==> config.mk <==
export PLATFORM = sky130hd
export DESIGN_NAME = offsetSarCal
export DESIGN_NICKNAME = d
export VERILOG_FILES = /design/src/rtl/offsetSarCalPkg.sv /design/src/rtl/calTickGen.sv /design/src/rtl/sarCtrl.sv /design/src/rtl/sarDatapath.sv /design/src/rtl/offsetSarCal.sv
export SDC_FILE = /design/constraint.sdc
export NUM_CORES = 1
export LEC_CHECK = 0
export BUFFER_PORTS_ARGS = -buffer_cell sky130_fd_sc_hd__buf_4
export CAP_MARGIN = 15
export CELL_PAD_IN_SITES_DETAIL_PLACEMENT = 1
export CELL_PAD_IN_SITES_GLOBAL_PLACEMENT = 1
export CORE_ASPECT_RATIO = 0.75
export CORE_MARGIN = 8
export CORE_UTILIZATION = 41
export CTS_BUF_LIST = sky130_fd_sc_hd__clkbuf_2 sky130_fd_sc_hd__clkbuf_4 sky130_fd_sc_hd__clkbuf_8
export DETAILED_ROUTE_END_ITERATION = 6
export MAX_ROUTING_LAYER = met4
export PLACE_DENSITY = 0.87
export SLEW_MARGIN = 20
export SYNTH_ARGS = -nofsm -noshare
export SYNTH_HDL_FRONTEND = slang
export SYNTH_SLANG_ARGS = --single-unit
==> constraint.sdc <==
create_clock -name clk -period 5.3 [get_ports clk]
set_clock_uncertainty 0.05 [all_clocks]
set_input_delay 0.265 -clock clk [delete_from_list [all_inputs] [get_ports clk]]
set_output_delay 0.265 -clock clk [all_outputs]
set_load 0.01 [all_outputs]
==> src/rtl/offsetSarCalPkg.sv <==
package offsetSarCalPkg;

  localparam int DIVSEL_W = 3;

  typedef enum logic {
    CAL_IDLE   = 1'b0,
    CAL_SEARCH = 1'b1
  } calStateT;

  // strobes from the search control into the code datapath
  typedef struct packed {
    logic loadMid;      // force midscale (calibration reset)
    logic beginSearch;  // load the first trial code
    logic stepBit;      // resolve the bit under trial, arm the next one
  } sarStrobeT;

endpackage

==> src/rtl/calTickGen.sv <==
module calTickGen
  import offsetSarCalPkg::*;
#(
  parameter int DIV_W = 14
) (
  input  logic                clk,
  input  logic                rstN,
  input  logic                run,
  input  logic                clkSrcSel,
  input  logic                oscTick,
  input  logic                serTick,
  input  logic [DIVSEL_W-1:0] divSel,
  output logic                calTick
);

  logic             srcEn;
  logic [DIV_W-1:0] divCnt;
  logic [DIV_W-1:0] termCnt;
  logic [4:0]       shiftAmt;
  logic [DIV_W:0]   ratio;

  // ratio = 2**shiftAmt; table of power-of-two ratios
  always_comb begin
    case (divSel)
      3'd0:    shiftAmt = 5'd0;
      3'd1:    shiftAmt = 5'd3;
      3'd2:    shiftAmt = 5'd4;
      3'd3:    shiftAmt = 5'd7;
      3'd4:    shiftAmt = 5'd8;
      3'd5:    shiftAmt = 5'd10;
      3'd6:    shiftAmt = 5'd11;
      default: shiftAmt = 5'd14;
    endcase
    ratio   = (DIV_W + 1)'(1) << shiftAmt;
    termCnt = DIV_W'(ratio - (DIV_W + 1)'(1));
  end

  assign srcEn   = clkSrcSel ? oscTick : serTick;
  assign calTick = run && srcEn && (divCnt == termCnt);

  always_ff @(posedge clk or negedge rstN) begin
    if (!rstN) begin
      divCnt <= '0;
    end else if (!run) begin
      divCnt <= '0;
    end else if (srcEn) begin
      divCnt <= (divCnt == termCnt) ? '0 : divCnt + 1'b1;
    end
  end

endmodule

==> src/rtl/sarCtrl.sv <==
module sarCtrl
  import offsetSarCalPkg::*;
#(
  parameter int CODE_W = 8
) (
  input  logic              clk,
  input  logic              rstN,
  input  logic              calReset,
  input  logic              startSet,
  input  logic              autoOk,
  input  logic              calTick,
  output sarStrobeT         strobe,
  output logic [CODE_W-1:0] trialMask,
  output logic              busy,
  output logic              done,
  output logic              startPending
);

  localparam int                CNT_W     = $clog2(CODE_W + 1);
  localparam logic [CNT_W-1:0]  LAST_STEP = CNT_W'(CODE_W);
  localparam logic [CODE_W-1:0] TOP_BIT   = {1'b1, {(CODE_W-1){1'b0}}};

  calStateT         state;
  logic [CNT_W-1:0] stepCnt;
  logic             finishNow;

  always_comb begin
    strobe    = '0;
    finishNow = 1'b0;
    if (calReset) begin
      strobe.loadMid = 1'b1;
    end else if (state == CAL_IDLE) begin
      if (startSet && autoOk) strobe.beginSearch = 1'b1;
    end else if (calTick) begin
      if (stepCnt == LAST_STEP) finishNow = 1'b1;
      else                      strobe.stepBit = 1'b1;
    end
  end

  always_ff @(posedge clk or negedge rstN) begin
    if (!rstN) begin
      state        <= CAL_IDLE;
      stepCnt      <= '0;
      trialMask    <= '0;
      done         <= 1'b0;
      startPending <= 1'b0;
    end else begin
      done <= finishNow;
      if (strobe.loadMid) begin
        state        <= CAL_IDLE;
        stepCnt      <= '0;
        trialMask    <= '0;
        startPending <= 1'b0;
      end else if (strobe.beginSearch) begin
        state        <= CAL_SEARCH;
        stepCnt      <= '0;
        trialMask    <= TOP_BIT;
        startPending <= 1'b1;
      end else if (strobe.stepBit) begin
        stepCnt   <= stepCnt + 1'b1;
        trialMask <= trialMask >> 1;
      end else if (finishNow) begin
        state        <= CAL_IDLE;
        startPending <= 1'b0;
      end
    end
  end

  assign busy = (state == CAL_SEARCH);

endmodule

==> src/rtl/sarDatapath.sv <==
module sarDatapath
  import offsetSarCalPkg::*;
#(
  parameter int CODE_W = 8,
  parameter int NCH    = 2
) (
  input  logic                  clk,
  input  logic                  rstN,
  input  sarStrobeT             strobe,
  input  logic [CODE_W-1:0]     trialMask,
  input  logic [NCH-1:0]        signIn,
  output logic [NCH*CODE_W-1:0] codeOut
);

  localparam logic [CODE_W-1:0] MID = {1'b1, {(CODE_W-1){1'b0}}};

  for (genvar ch = 0; ch < NCH; ch++) begin : g_chan
    logic [CODE_W-1:0] codeReg;
    logic [CODE_W-1:0] resolved;

    // keep or drop the bit under trial, then arm the next lower bit
    assign resolved = signIn[ch] ? codeReg : (codeReg & ~trialMask);

    always_ff @(posedge clk or negedge rstN) begin
      if (!rstN) begin
        codeReg <= MID;
      end else if (strobe.loadMid || strobe.beginSearch) begin
        codeReg <= MID;
      end else if (strobe.stepBit) begin
        codeReg <= resolved | (trialMask >> 1);
      end
    end

    assign codeOut[ch*CODE_W +: CODE_W] = codeReg;
  end

endmodule

==> src/rtl/offsetSarCal.sv <==
module offsetSarCal
  import offsetSarCalPkg::*;
#(
  parameter int CODE_W = 8,
  parameter int DIV_W  = 14
) (
  input  logic                clk,
  input  logic                rstN,
  input  logic                calReset,
  input  logic                startSet,
  input  logic                autoMode,
  input  logic                searchEn,
  input  logic                clkSrcSel,
  input  logic                oscTick,
  input  logic                serTick,
  input  logic [DIVSEL_W-1:0] divSel,
  input  logic                signI,
  input  logic                signQ,
  input  logic [CODE_W-1:0]   manI,
  input  logic [CODE_W-1:0]   manQ,
  output logic [CODE_W-1:0]   codeI,
  output logic [CODE_W-1:0]   codeQ,
  output logic                busy,
  output logic                done,
  output logic                startPending
);

  localparam int NCH = 2;

  sarStrobeT           strobe;
  logic [CODE_W-1:0]   trialMask;
  logic                calTick;
  logic [NCH*CODE_W-1:0] heldCodes;
  logic [CODE_W-1:0]   heldI;
  logic [CODE_W-1:0]   heldQ;
  logic                autoOk;
  logic                manualSel;

  assign autoOk    = autoMode && searchEn;
  assign manualSel = !autoMode && !searchEn;

  calTickGen #(.DIV_W(DIV_W)) u_tick (
    .clk       (clk),
    .rstN      (rstN),
    .run       (busy),
    .clkSrcSel (clkSrcSel),
    .oscTick   (oscTick),
    .serTick   (serTick),
    .divSel    (divSel),
    .calTick   (calTick)
  );

  sarCtrl #(.CODE_W(CODE_W)) u_ctrl (
    .clk          (clk),
    .rstN         (rstN),
    .calReset     (calReset),
    .startSet     (startSet),
    .autoOk       (autoOk),
    .calTick      (calTick),
    .strobe       (strobe),
    .trialMask    (trialMask),
    .busy         (busy),
    .done         (done),
    .startPending (startPending)
  );

  sarDatapath #(.CODE_W(CODE_W), .NCH(NCH)) u_dp (
    .clk       (clk),
    .rstN      (rstN),
    .strobe    (strobe),
    .trialMask (trialMask),
    .signIn    ({signQ, signI}),
    .codeOut   (heldCodes)
  );

  assign heldI = heldCodes[0 +: CODE_W];
  assign heldQ = heldCodes[CODE_W +: CODE_W];

  assign codeI = manualSel ? manI : heldI;
  assign codeQ = manualSel ? manQ : heldQ;

endmodule

==> flow_summary.yaml, run 1 <==
status:
  outcome: "complete, no violations"
setup_path:
  critPathKind: "flip-flop to flip-flop"
  worst_ep_required_time_ps: 5470
  r2r_slack_ps: 2250
  cp-end-kind: "flip-flop"
  worstSetupStartpointType: "flip-flop"
  cp_max_fo: 12
  critPathArrivalTime_ps: 3220
clock_network:
  worstSkewPairLatency_ps: 310
  cts_buffers: 5
  clk_pin_slew_worst_paths_ps: 90
  h-tree-depth: 2
  tritoncts: "built"
  cts_root_buffer: "clkbuf_8"
  cts.sinks: 44
  clock_path_buffers: 2
sta:
  slew_viol_final: 0
  fin_crit_sh: 0.575
  worst_pin_slew_ps: 1080
  tns_ps: 0
  hold_viol_final: 0
  max_freq_mhz: 328
  setup_violations: 0
  rsz0062_at_grt: "false"
  slew_headroom: 0.275
  finalCriticalPeriod_ps: 3050
yosys:
  syn-cell-area_um2: 2870
  ys.flop_type: "dfrtp_1"
  postSynthAreaPerCell_um2: 9.17
  synth_edf_count: 0
  synth_xor_area_frac: 0.00915
  syn_inst: 313
  ys_seq_elements: 44
  ys_warn_count: 0
  seq_area_frac_synth: 0.384
  synth_top_area_frac: 0.366
  synth-compound-area-share: 0.233
  synth_fa_ha_area_frac: 0.0174
  muxShareOfSynthArea: 0.0623
  synth_nets: 347
  synth_top_family_by_area: "compound AO/OA/AOI/OAI gates"
  synth_area_leaders: "dfrtp_1, mux2_2, nand2_1, o21ai_0, o311ai_0"
  synth_simple_gate_area_share: 0.217
  synthArstFlopShare: 1.00
  synth_top_area_cell: "dfrtp_1"
  synth_cell_type_count: 65
floorplanning:
  ioPinCount: 49
  start_util: 0.422
  core_um2: 6800
  die_h_um: 88.5
  die_area_um2: 9970
  die_x_um: 113
  num_rows: 26
power_and_ir_drop:
  p_seq_frac: 0.487
  power.switching_w: 0.000174
  switching_share: 0.250
  leakage_nw: 1.48
  p_clk_frac: 0.380
  combPwrFrac: 0.133
  vdd_drop_max_mv: 0.0946
  p_int_w: 0.000522
  powerDensity_nw_per_um2: 209
worst_hold_path:
  hp-class: "input port to flip-flop"
cells_and_area:
  drive_gt1_frac: 0.248
  area_growth_pct: 16.0
  final_core_util: 0.490
  n_antenna_cell: 0
  ff_latch_area_um2: 1100
  layout.nets: 380
  fillers: 807
  multi_input_area_um2: 1550
placement:
  port_buffers: 48
  dp_hpwl_um: 6130
  place.gp.congestion: 0.894
global_routing:
  grt.met2_usage: 0.281
  grt_max_degree: 45
  grt.total_usage: 0.186
  use_met3: 0.0389
  overflow: 0
  grt_pass1_wl_um: 14500
  use_met1: 0.243
  grt_antenna_before_repair: 0
  grt_busiest_layer: "met2"
  grt_pass1_vias: 2755
routing:
  remaining_drc_errors: 0
  post_drt_via_cell_ratio: 6.09
  firstDrtPassIters: 4
  drt-total-wl_um: 8480
  drtIter0Drc: 103
  wire_per_inst_um: 19.7
  num_vias: 2625
  ant_nets: 0
flow_run:
  maxCapViolCount: 0
through the flow:
step                setup slack, ps  instances  total power (W)  cell area (µm²)  hold WS (ps)
CTS                            2390        431         0.000700             3330           101
finish                         2250        431         0.000696             3330           108
floorplan                      2960        313         0.000395             2870         -80.6
detailed placement             2420        422         0.000437             3210           241
global route                   2110        431         0.000727             3330           111
global placement               2610        422         0.000435             3210           239
cells in the mapped netlist (9+ instances only):
library cell and number:
a31oi_1 13, buf_2 9, a21oi_1 15, nor2_1 10
dfrtp_1 42, nand2_1 26, inv_1 22, o311ai_0 10
o21ai_0 18, clkbuf_1 9, mux2_2 15
path summary, 6_finish.rpt:
check,start,to,cells after the start
max,u_tick.divCnt[7]$_DFFE_PN0P_,u_tick.divCnt[11]$_DFFE_PN0P_,6
min,calReset,u_ctrl.trialMask[7]$_DFFE_PN0P_,2
max reg2reg,u_tick.divCnt[7]$_DFFE_PN0P_,u_tick.divCnt[11]$_DFFE_PN0P_,6
min reg2reg,u_dp.g_chan[0].codeReg[7]$_DFFE_PN1P_,u_dp.g_chan[0].codeReg[7]$_DFFE_PN1P_,2
max in group asynchronous,rstN,u_dp.g_chan[0].codeReg[2]$_DFFE_PN0P_,2
min in group asynchronous,rstN,u_tick.divCnt[0]$_DFFE_PN0P_,2
kinds of logic (layout without fill, tap and decap cells):
kind of cell | Yosys count | after routing
DFF | 44 | 44
and+or+nand+nor | 105 | 105
adders and majority gates | 4 | 4
other | 1 | 1
buffers and inverters | 46 | 80
AOI/OAI and AO/OA | 94 | 94
muxes | 16 | 16
xor gates and xnor gates | 3 | 3
sequential cells by signal (all words and copies together), names as in the netlist:
register             flops
u_ctrl.trialMask         8
u_ctrl.done              1
u_ctrl.startPending      1
u_dp.g_chan.codeReg     16
u_ctrl.stepCnt           4
u_tick.divCnt           14
power by group through the flow:
stage	combinational [W]	clock [W]	sequential (W)
after floorplan	0.0000503	0	0.000345
after global placement	0.0000889	0	0.000346
after detailed placement	0.0000917	0	0.000346
after CTS	0.0000931	0.000268	0.000339
after global routing	0.000102	0.000286	0.000340
final	0.0000926	0.000265	0.000339
layout make-up:
cell class | count | area share
Timing Repair Buffer | 50 | 0.113
Inverter | 22 | 0.0248
Clock buffer | 6 | 0.0229
Multi-Input combinational cell | 223 | 0.465
Clock inverter | 2 | 0.0105
Tap cell | 84 | 0.0316
Sequential cell | 44 | 0.331
routing by layer:
metal | vias up | part of all wire
met5 | - | 0
li1 | 1230 | -
met3 | 10 | 0.064
met4 | 0 | 0.013
met2 | 88 | 0.45
met1 | 1297 | 0.47
cell usage in the layout (no fill, tap or decap), types with 10 or more instances in the layout:
| cell type | count |
|---|---|
| a31oi_1 | 13 |
| nor2_1 | 10 |
| o21ai_0 | 18 |
| buf_4 | 49 |
| o311ai_0 | 10 |
| dfrtp_1 | 42 |
| inv_1 | 22 |
| mux2_2 | 15 |
| a21oi_1 | 15 |
| nand2_1 | 26 |
repair_timing:
| item | in CTS | in global routing |
|---|---|---|
| buffers inserted | 0 | 0 |
| resized for setup | 0 | 0 |
| endpoints found under the hold margin | 42 | 0 |
| hold buffers | 1 | 0 |
worst max-delay path, stage by stage, from the launching register on:
cell and delay (ps):
dfrtp_1 520, or4b_1 570, o2111ai_1 150, nor4_4 120, a31oi_1 900, o21ai_0 410
a31oi_1 260
Note: power is estimated with default switching activity, not from simulation.
==> inputs of run 2 (changes only) <==
--- a/config.mk
+++ b/config.mk
@@ -5,17 +5,18 @@
 export SDC_FILE = /design/constraint.sdc
 export NUM_CORES = 1
 export LEC_CHECK = 0
+export ABC_AREA = 1
 export BUFFER_PORTS_ARGS = -buffer_cell sky130_fd_sc_hd__buf_4
 export CAP_MARGIN = 15
 export CELL_PAD_IN_SITES_DETAIL_PLACEMENT = 1
 export CELL_PAD_IN_SITES_GLOBAL_PLACEMENT = 1
 export CORE_ASPECT_RATIO = 0.75
 export CORE_MARGIN = 8
-export CORE_UTILIZATION = 41
+export CORE_UTILIZATION = 38
 export CTS_BUF_LIST = sky130_fd_sc_hd__clkbuf_2 sky130_fd_sc_hd__clkbuf_4 sky130_fd_sc_hd__clkbuf_8
 export DETAILED_ROUTE_END_ITERATION = 6
 export MAX_ROUTING_LAYER = met4
-export PLACE_DENSITY = 0.87
+export PLACE_DENSITY = 0.88
 export SLEW_MARGIN = 20
 export SYNTH_ARGS = -nofsm -noshare
 export SYNTH_HDL_FRONTEND = slang
==> constraint.sdc (replaced) <==
create_clock -name clk -period 2.7 [get_ports clk]
set_clock_uncertainty 0.05 [all_clocks]
set_input_delay 0.135 -clock clk [delete_from_list [all_inputs] [get_ports clk]]
set_output_delay 0.135 -clock clk [all_outputs]
set_load 0.01 [all_outputs]
==> flow_summary.yaml, run 2 <==
status:
  outcome: "complete, no violations"
floorplanning:
  die_h_um: 92.0
  core_um2: 7400
  die_x_um: 117
  die_area_um2: 10800
  num_rows: 27
  start_util: 0.395
  ioPinCount: 49
setup_path:
  cp-end-kind: "flip-flop"
  r2r_slack_ps: 420
  critPathKind: "flip-flop to flip-flop"
  critPathArrivalTime_ps: 2450
  worstSetupStartpointType: "flip-flop"
  regToRegStartpoint: "u_tick.divCnt[5]$_DFFE_PN0P_"
  cp-startpoint: "u_tick.divCnt[5]$_DFFE_PN0P_"
  cp_max_fo: 42
  worst_ep_required_time_ps: 2870
placement:
  place.gp.congestion: 0.871
  place_inst: 536
  port_buffers: 48
  dp_hpwl_um: 6750
routing:
  drt-total-wl_um: 8730
  ant_nets: 0
  drtIter0Drc: 148
  wire_per_inst_um: 16.0
  post_drt_via_cell_ratio: 5.10
  num_vias: 2785
  remaining_drc_errors: 0
  firstDrtPassIters: 4
cells_and_area:
  layout.nets: 478
  instances_no_fill: 546
  n_antenna_cell: 0
  regMostFlops: "u_dp.g_chan.codeReg"
  mostFrequentLayoutCells: "nand2_1, o21ai_0, inv_1"
  reg_top3: "u_dp.g_chan.codeReg x16, u_tick.divCnt x14, u_ctrl.trialMask x8"
  drive_gt1_frac: 0.236
  layout_commonest_cell: "nand2_1"
  area_growth_pct: 18.6
  final_core_util: 0.469
  largest_reg_flops: 16
sta:
  tns_ps: 0
  slew_viol_final: 0
  rsz0062_at_grt: "false"
  finalCriticalPeriod_ps: 2280
  hold_viol_final: 0
  max_freq_mhz: 439
  worst_pin_slew_ps: 681
  fin_hold_ws_ps: 120
  fin_crit_sh: 0.844
  setup_violations: 0
  slew_headroom: 0.545
yosys:
  synth_cell_type_count: 36
  syn_inst: 397
  synthArstFlopShare: 1.00
  synth_common_cells: "nand2_1, o21ai_0, inv_1"
  synth_nets: 431
  ys_seq_elements: 44
  synth_top_area_cell: "dfrtp_1"
  synth_top_area_frac: 0.359
  ys_warn_count: 0
  synth_area_leaders: "dfrtp_1, nand2_1, o21ai_0, inv_1, o21ai_2"
  syn-cell-area_um2: 2920
  post-synth-top-count-cell: "nand2_1"
  postSynthAreaPerCell_um2: 7.37
  seq_area_frac_synth: 0.377
  ys.flop_type: "dfrtp_1"
  synth_edf_count: 0
clock_network:
  clk_pin_slew_worst_paths_ps: 90
  clock_path_buffers: 2
  worstSkewPairLatency_ps: 310
  h-tree-depth: 2
  cts.sinks: 44
  tritoncts: "built"
  cts_root_buffer: "clkbuf_8"
  cts_buffers: 5
worst_hold_path:
  hp-class: "input port to flip-flop"
  hp-start: "signQ"
power_and_ir_drop:
  power.switching_w: 0.000373
  switching_share: 0.265
  p_int_w: 0.00103
  combPwrFrac: 0.143
  powerDensity_nw_per_um2: 406
  vdd_drop_max_mv: 0.199
  p_clk_frac: 0.377
  leakage_nw: 1.63
  p_seq_frac: 0.480
global_routing:
  grt_max_degree: 45
  overflow: 0
  grt_antenna_before_repair: 0
  grt_pass1_vias: 2989
  grt_pass1_wl_um: 14500
  grt.total_usage: 0.173
flow_run:
  maxCapViolCount: 0
-- run 2: cell types whose count changed after synthesis, moves of 10 or more --
cell / change
mux2_2: -12
inv_1: +33
nand3_1: +11
a31oi_1: -12
nand2_1: +74
o21ai_0: +38
o21ai_2: +20
o311ai_0: -10
-- run 2: logic make-up after synthesis --
kind of cell | Yosys count | synth area share
fa+ha+maj | 4 | 0.0171
xor+xnor | 7 | 0.0210
buf+inv | 73 | 0.112
flops | 44 | 0.377
simple gates | 171 | 0.272
mux | 3 | 0.0116
other cells | 1 | 0.00128
compound gates | 94 | 0.188
-- run 2: critical path, stage by stage, from the launching register on --
cell and delay (ps):
dfrtp_1 530, inv_1 140, o21ai_0 180, nand3_1 230, nor2_4 200, nand4_4 140, nand2_4 460, nand2_1 150
o21ai_2 90
-- run 2: path summary, 6_finish.rpt --
check | endpoint | cells past startpoint
setup / recovery | u_dp.g_chan[0].codeReg[1]$_DFFE_PN0P_ | 8
hold / removal | u_dp.g_chan[1].codeReg[7]$_DFFE_PN1P_ | 4
setup reg to reg | u_dp.g_chan[0].codeReg[1]$_DFFE_PN0P_ | 8
hold reg to reg | u_dp.g_chan[1].codeReg[7]$_DFFE_PN1P_ | 2
max in group asynchronous | u_tick.divCnt[2]$_DFFE_PN0P_ | 2
min in group asynchronous | u_dp.g_chan[1].codeReg[2]$_DFFE_PN0P_ | 2
-- run 2: power groups by stage --
| stage | registers, W | logic, W | clock network, W |
|---|---|---|---|
| 2_1_floorplan | 0.000687 | 0.000108 | 0 |
| 6_report | 0.000675 | 0.000201 | 0.000530 |
| 3_5_place_dp | 0.000689 | 0.000200 | 0 |
| 3_3_place_gp | 0.000688 | 0.000193 | 0 |
| 5_1_grt | 0.000676 | 0.000224 | 0.000557 |
| 4_1_cts | 0.000675 | 0.000204 | 0.000541 |
-- run 2: metrics by stage --
stage | total power (W) | area, µm² | setup WS, ps
after floorplan | 0.000794 | 2920 | 970
after global placement | 0.000881 | 3340 | 473
after detailed placement | 0.000889 | 3340 | 252
after CTS | 0.00142 | 3470 | 459
after global routing | 0.00146 | 3470 | 282
final | 0.00141 | 3470 | 421
-- run 2: repair_timing --
action	CTS	global route
hold buffers	2	0
buffers inserted	0	0
endpoints found under the hold margin	43	0
resized for setup	0	0
-- run 2: final cells by class --
cell class	instances	area (µm²)
clock buffer	6	76.3
clock inverter	2	35.0
fill	928	3930
inverter	59	221
multi-input combinational	280	1490
sequential	44	1100
tap	101	126
timing repair buffer	54	410
-- run 2: per-layer routing --
metal | track usage | vias up | share of wire
li1 | - | 1377 | -
met1 | 0.216 | 1356 | 0.46
met2 | 0.276 | 38 | 0.49
met3 | 0.0275 | 14 | 0.036
met4 | 0.0595 | 0 | 0.021
met5 | - | - | 0
